<file path="config.mk">
export PLATFORM = sky130hd
export DESIGN_NAME = periphClkGen
export DESIGN_NICKNAME = d
export VERILOG_FILES = /design/src/rtl/pcg_pkg.sv /design/src/rtl/pcgCtrl.sv /design/src/rtl/pcgDivStage.sv /design/src/rtl/pcgDatapath.sv /design/src/rtl/periphClkGen.sv
export SDC_FILE = /design/constraint.sdc
export NUM_CORES = 1
export LEC_CHECK = 0
export BUFFER_PORTS_ARGS = -buffer_cell sky130_fd_sc_hd__buf_4
export CAP_MARGIN = 20
export CORE_AREA = 4 4 71 73
export DETAILED_ROUTE_END_ITERATION = 6
export DIE_AREA = 0 0 75 77
export PLACE_DENSITY_LB_ADDON = 0.3
export SETUP_SLACK_MARGIN = 0.4
export SLEW_MARGIN = 20
export SYNTH_ARGS = -nofsm -noshare
export SYNTH_HDL_FRONTEND = slang
export SYNTH_HIERARCHICAL = 1
export SYNTH_SLANG_ARGS = --single-unit
</file>
<file path="constraint.sdc">
create_clock -name clk -period 4.4 [get_ports clk]
set_input_delay 0.22 -clock clk [delete_from_list [all_inputs] [get_ports clk]]
set_output_delay 0.22 -clock clk [all_outputs]
set_load 0.1 [all_outputs]
</file>
<file path="src/rtl/pcg_pkg.sv">
package pcg_pkg;
  localparam int REG_W    = 32;
  localparam int DIV_W    = 6;
  localparam int SEL_W    = 2;
  localparam int NUM_REF  = 3;
  localparam int MAX_OUT  = 2;
  localparam int STAGES   = 2;
  localparam int SEL_LO   = 4;
  localparam int DIVA_LO  = 8;
  localparam int DIVB_LO  = 20;

  typedef struct packed {
    logic               srcTick;
    logic [MAX_OUT-1:0] gate;
    logic [DIV_W-1:0]   divA;
    logic [DIV_W-1:0]   divB;
  } pcgStrobe_t;
endpackage

</file>
<file path="src/rtl/pcgCtrl.sv">
module pcgCtrl
  import pcg_pkg::*;
#(
  parameter int NUM_OUT = 2
) (
  input  logic               clk,
  input  logic               rstN,
  input  logic               wrEn,
  input  logic [REG_W-1:0]   wrData,
  output logic [REG_W-1:0]   rdData,
  input  logic [NUM_REF-1:0] refTick,
  output pcgStrobe_t         strb
);
  localparam logic [REG_W-1:0] DIV_ONES = REG_W'((1 << DIV_W) - 1);
  localparam logic [REG_W-1:0] RW_MASK  = REG_W'((1 << NUM_OUT) - 1)
                                        | (REG_W'((1 << SEL_W) - 1) << SEL_LO)
                                        | (DIV_ONES << DIVA_LO)
                                        | (DIV_ONES << DIVB_LO);
  localparam logic [REG_W-1:0] RST_WORD = (REG_W'(1) << DIVA_LO) | (REG_W'(1) << DIVB_LO);

  logic [REG_W-1:0] ctrlWord;
  logic [SEL_W-1:0] selCode;
  logic             pickedTick;

  always_ff @(posedge clk or negedge rstN) begin
    if (!rstN)     ctrlWord <= RST_WORD;
    else if (wrEn) ctrlWord <= wrData & RW_MASK;
  end

  assign rdData  = ctrlWord;
  assign selCode = ctrlWord[SEL_LO +: SEL_W];

  // codes 0 and 1 share the primary reference
  always_comb begin
    case (selCode)
      2'd2:    pickedTick = refTick[1];
      2'd3:    pickedTick = refTick[2];
      default: pickedTick = refTick[0];
    endcase
  end

  always_comb begin
    strb         = '0;
    strb.srcTick = pickedTick;
    strb.gate    = MAX_OUT'(ctrlWord[NUM_OUT-1:0]);
    strb.divA    = ctrlWord[DIVA_LO +: DIV_W];
    strb.divB    = ctrlWord[DIVB_LO +: DIV_W];
  end


  wr_readback_chk: assert property (@(posedge clk) disable iff (!rstN)
    wrEn |=> rdData == ($past(wrData) & RW_MASK));
endmodule

</file>
<file path="src/rtl/pcgDivStage.sv">
module pcgDivStage
  import pcg_pkg::*;
(
  input  logic             clk,
  input  logic             rstN,
  input  logic             tickIn,
  input  logic [DIV_W-1:0] divField,
  output logic             tickOut
);
  logic [DIV_W-1:0] cnt;
  logic [DIV_W-1:0] lim;
  logic [DIV_W-1:0] effDiv;
  logic             atTerm;

  assign effDiv  = (divField == '0) ? DIV_W'(1) : divField;
  assign atTerm  = (cnt == lim - DIV_W'(1));
  assign tickOut = tickIn && atTerm;

  always_ff @(posedge clk or negedge rstN) begin
    if (!rstN) begin
      cnt <= '0;
      lim <= DIV_W'(1);
    end else if (tickIn) begin
      if (atTerm) begin
        cnt <= '0;
        lim <= effDiv;
      end else begin
        cnt <= cnt + DIV_W'(1);
      end
    end
  end


  cnt_range_chk: assert property (@(posedge clk) disable iff (!rstN)
    cnt < lim);

  lim_nonzero_chk: assert property (@(posedge clk) disable iff (!rstN)
    lim != '0);

  wrap_after_term_chk: assert property (@(posedge clk) disable iff (!rstN)
    tickOut |=> (cnt == '0) && (lim == $past(effDiv)));
endmodule

</file>
<file path="src/rtl/pcgDatapath.sv">
module pcgDatapath
  import pcg_pkg::*;
#(
  parameter int NUM_OUT = 2
) (
  input  logic               clk,
  input  logic               rstN,
  input  pcgStrobe_t         strb,
  output logic [NUM_OUT-1:0] outTick
);
  logic [STAGES:0]  tickChain;
  logic [DIV_W-1:0] divSel [STAGES];

  assign tickChain[0] = strb.srcTick;
  assign divSel[0]    = strb.divA;
  assign divSel[1]    = strb.divB;

  for (genvar g = 0; g < STAGES; g++) begin : g_stage
    pcgDivStage u_stage (
      .clk      (clk),
      .rstN     (rstN),
      .tickIn   (tickChain[g]),
      .divField (divSel[g]),
      .tickOut  (tickChain[g+1])
    );
  end

  always_ff @(posedge clk or negedge rstN) begin
    if (!rstN) outTick <= '0;
    else       outTick <= {NUM_OUT{tickChain[STAGES]}} & strb.gate[NUM_OUT-1:0];
  end

  for (genvar k = 0; k < NUM_OUT; k++) begin : g_chk

    gate_respect_chk: assert property (@(posedge clk) disable iff (!rstN)
      outTick[k] |-> $past(strb.gate[k]));
  end

  pulse_after_src_chk: assert property (@(posedge clk) disable iff (!rstN)
    (outTick != '0) |-> $past(strb.srcTick));
endmodule

</file>
<file path="src/rtl/periphClkGen.sv">
module periphClkGen
  import pcg_pkg::*;
#(
  parameter int NUM_OUT = 2
) (
  input  logic               clk,
  input  logic               rstN,
  input  logic               wrEn,
  input  logic [REG_W-1:0]   wrData,
  output logic [REG_W-1:0]   rdData,
  input  logic [NUM_REF-1:0] refTick,
  output logic [NUM_OUT-1:0] outTick
);
  pcgStrobe_t strb;

  pcgCtrl #(.NUM_OUT(NUM_OUT)) u_ctrl (
    .clk     (clk),
    .rstN    (rstN),
    .wrEn    (wrEn),
    .wrData  (wrData),
    .rdData  (rdData),
    .refTick (refTick),
    .strb    (strb)
  );

  pcgDatapath #(.NUM_OUT(NUM_OUT)) u_dp (
    .clk     (clk),
    .rstN    (rstN),
    .strb    (strb),
    .outTick (outTick)
  );
endmodule

</file>
==> flow_metrics.tcl <==
set metrics [dict create \
    status "finished, final reports clean" \
    intPower_uw 895 \
    drive_above_1_share_pct 28.0 \
    setup_violations 0 \
    utilization_pct 60.5 \
    dr.pass1.iters 4 \
    met3_usage_pct 3.79 \
    clk_pin_slew_ns 0.08 \
    start_kind "flip-flop" \
    io_pins 72 \
    multi_input_area_sq_um 1050 \
    required_ns 4.57 \
    rsz0062_at_grt "false" \
    hold_path_class "primary input to flip-flop" \
    final_common_cell "buf_4" \
    tightest_slew_ns 0.779 \
    seq_area_sq_um 1060 \
    yosys_warnings 6 \
    min_to "u_ctrl/rdData[5]$_DFFE_PN0P_" \
    pwr-share-comb_pct 40.8 \
    use_met2_pct 23.3 \
    ys_ff_latch 42 \
    final_cells 298 \
    arrival_ns 2.99 \
    dpl.hpwl_um 2880 \
    critical_path.max_fanout 12 \
    grt_antenna_before_repair 0 \
    numCtsBuffers 5 \
    pwr-share-clk_pct 19.6 \
    cts_buffer_depth 2 \
    path_class "flip-flop to flip-flop" \
    grt_max_degree 43 \
    placed_cells 289 \
    r2r_slack_ns 1.57 \
    period_share_pct 64.2 \
    p_leak_uw 0.00128 \
    core-area_sq_um 4350 \
    routedWlPerCell_um 12.9 \
    detail_route.vias_per_cell 5.15 \
    die_area_sq_um 5780 \
    gp_congestion 0.746 \
    ys_top_cells_by_area "dfrtp_1 (40%), buf_4 (9.8%), mux2_4 (6.3%)" \
    clkSinkCount 42 \
    clk_latency_ns 0.28 \
    fmax_ghz 0.354 \
    rows 24 \
    die_w_um 75 \
    synth_cells 219 \
    drtIter0Drc 73 \
    end_kind "flip-flop" \
    grt_use_total_pct 14.8 \
    nFillCells 370 \
    post-cts-setup-buffers 0 \
    peakVddDrop_v 0.000341 \
    r2r_end "u_dp/g_stage[1].u_stage/lim[5]$_DFFE_PN0P_" \
    cts_tree "yes" \
    hold_path_depth 2 \
    grt_pass1_vias 1496 \
    gr-max-usage-layer "met2" \
    holdCritStartpoint "wrData[5]" \
    ant_nets 0 \
    cts_resized 0 \
    drv_cap 0 \
    synth.avg_cell_area_sq_um 10.9 \
    p_per_area_nw_per_um2 575 \
    period_needed_ns 2.83 \
    p_sw_uw 618 \
    tns_ns 0 \
    reg2reg_depth 9 \
    r2r_start "u_ctrl/rdData[4]$_DFFE_PN0P_" \
    synthToLayoutAreaGrowth_pct 10.4 \
    worst_clock_skew_ns 0.00666 \
    final_net_count 287 \
    switching_share_pct 40.8 \
    hold_viol_final 0 \
    power.share.sequential_pct 39.6 \
    grtUsageMet1_pct 19.7 \
    antenna_cells 0 \
    yosysSeqAreaShare_pct 44.3 \
    io_buffer_count 39 \
    h-tree-depth 2 \
    synth_area_sq_um 2390 \
    grt_first_pass_wirelength_um 6690 \
    dieHeight_um 77 \
    slew_violations 0 \
    grt_overflow_total 0 \
    drt_wl_total_um 3860 \
    vias 1534 \
    root_buffer "clkbuf_8" \
    drc 0 \
    cts_hold_buf 1 \
    synthDistinctLibCells 30 \
    synth_top_area_cell "dfrtp_1" \
    mostFrequentLayoutCells "buf_4 (40), dfrtp_1 (38), nor2_1 (17)" \
    start_util_pct 54.8 \
    synth_top_area_share_pct 39.9 \
    worst_slew_margin_rel_pct 48.1 \
]
-- sequential cells by signal, summed over array words and instances, names as in the netlist --
register                  cells
u_dp/outTick                  2
u_dp/g_stage.u_stage/cnt     12
u_dp/g_stage.u_stage/lim     12
u_ctrl/rdData                16
-- per-stage QoR --
stage | hold WS, ns | setup slack, ns | total power (uW) | area [sq um]
detailed placement | 0.235 | 1.58 | 1230 | 2510
floorplan | -0.0756 | 1.03 | 1140 | 2440
global route | 0.139 | 1.39 | 1630 | 2630
global placement | 0.232 | 1.62 | 1210 | 2510
finish | 0.158 | 1.57 | 1510 | 2630
CTS | 0.148 | 1.55 | 1530 | 2630
-- cells in the mapped netlist --
cell type  number
mux2i_1         3
nor4_1          2
nor3_1          8
a21oi_1         9
and3_1          4
ha_1            4
mux2_1         10
xor2_1          8
buf_12          1
mux2_2          6
clkbuf_1        2
xnor2_1         8
mux2_4         10
dfstp_2         4
nor2_1         17
and4b_1         4
o22ai_1         2
buf_6           3
nand4_1         4
nand3_1         6
buf_4          31
o21ai_0         4
nand2_1         6
nand2b_1        8
dfrtp_1        38
o211a_1         2
conb_1          1
and2_1          2
o31ai_2         2
inv_1          10
-- how the worst max path moves through the flow --
stage / slack [ns] / cells past startpoint / endpoint / from
final: 1.57 / 9 / u_dp/g_stage[1].u_stage/lim[5]$_DFFE_PN0P_ / u_ctrl/rdData[4]$_DFFE_PN0P_
after global routing: 1.39 / 9 / u_dp/g_stage[1].u_stage/lim[5]$_DFFE_PN0P_ / u_ctrl/rdData[4]$_DFFE_PN0P_
after CTS: 1.55 / 9 / u_dp/g_stage[1].u_stage/lim[1]$_DFFE_PN0P_ / u_ctrl/rdData[4]$_DFFE_PN0P_
after detailed placement: 1.58 / 9 / u_dp/g_stage[1].u_stage/lim[1]$_DFFE_PN0P_ / u_ctrl/rdData[4]$_DFFE_PN0P_
after global placement: 1.62 / 9 / u_dp/g_stage[1].u_stage/lim[2]$_DFFE_PN0P_ / u_ctrl/rdData[4]$_DFFE_PN0P_
after floorplan: 1.03 / 14 / u_dp/g_stage[1].u_stage/lim[2]$_DFFE_PN0P_ / u_ctrl/rdData[4]$_DFFE_PN0P_
-- cell families after synthesis --
logic type	count (synthesis)	synth area share (%)
simple gates	61	13.5
buf+inv	47	13.9
flops	42	44.3
mux	29	15.1
compound gates	19	5.14
xor+xnor	16	5.87
fa+ha+maj	4	2.10
other cells	1	0.157
-- cell type report --
type                            instances  share of cell area [%]
Tap cell                               52                    2.47
Timing Repair Buffer                   41                    11.8
Multi-Input combinational cell        145                    40.0
Sequential cell                        42                    40.1
Clock inverter                          2                    1.43
Clock buffer                            6                    2.76
Inverter                               10                    1.43
-- layer usage --
metal	routed length (um)	vias to the layer above
li1	-	752
met1	1770	737
met2	1840	43
met3	220	2
met4	19	0
met5	0	-
-- power by group through the flow --
| stage | clock (uW) | combinational (uW) | sequential (uW) |
|---|---|---|---|
| floorplan | 0 | 447 | 690 |
| global placement | 0 | 607 | 603 |
| detailed placement | 0 | 620 | 608 |
| CTS | 306 | 623 | 600 |
| global route | 327 | 681 | 619 |
| finish | 296 | 618 | 599 |
-- worst max-delay path, stage by stage (launching register included) --
cell	delay, ns
dfrtp_1	0.41
mux2i_1	0.13
a21oi_1	0.63
nand3_1	0.14
nor2_1	0.11
and4b_1	0.22
nand3_1	0.07
nor2_1	0.09
and4b_1	0.54
mux2_1	0.37
(Power assumes the default switching activity.)
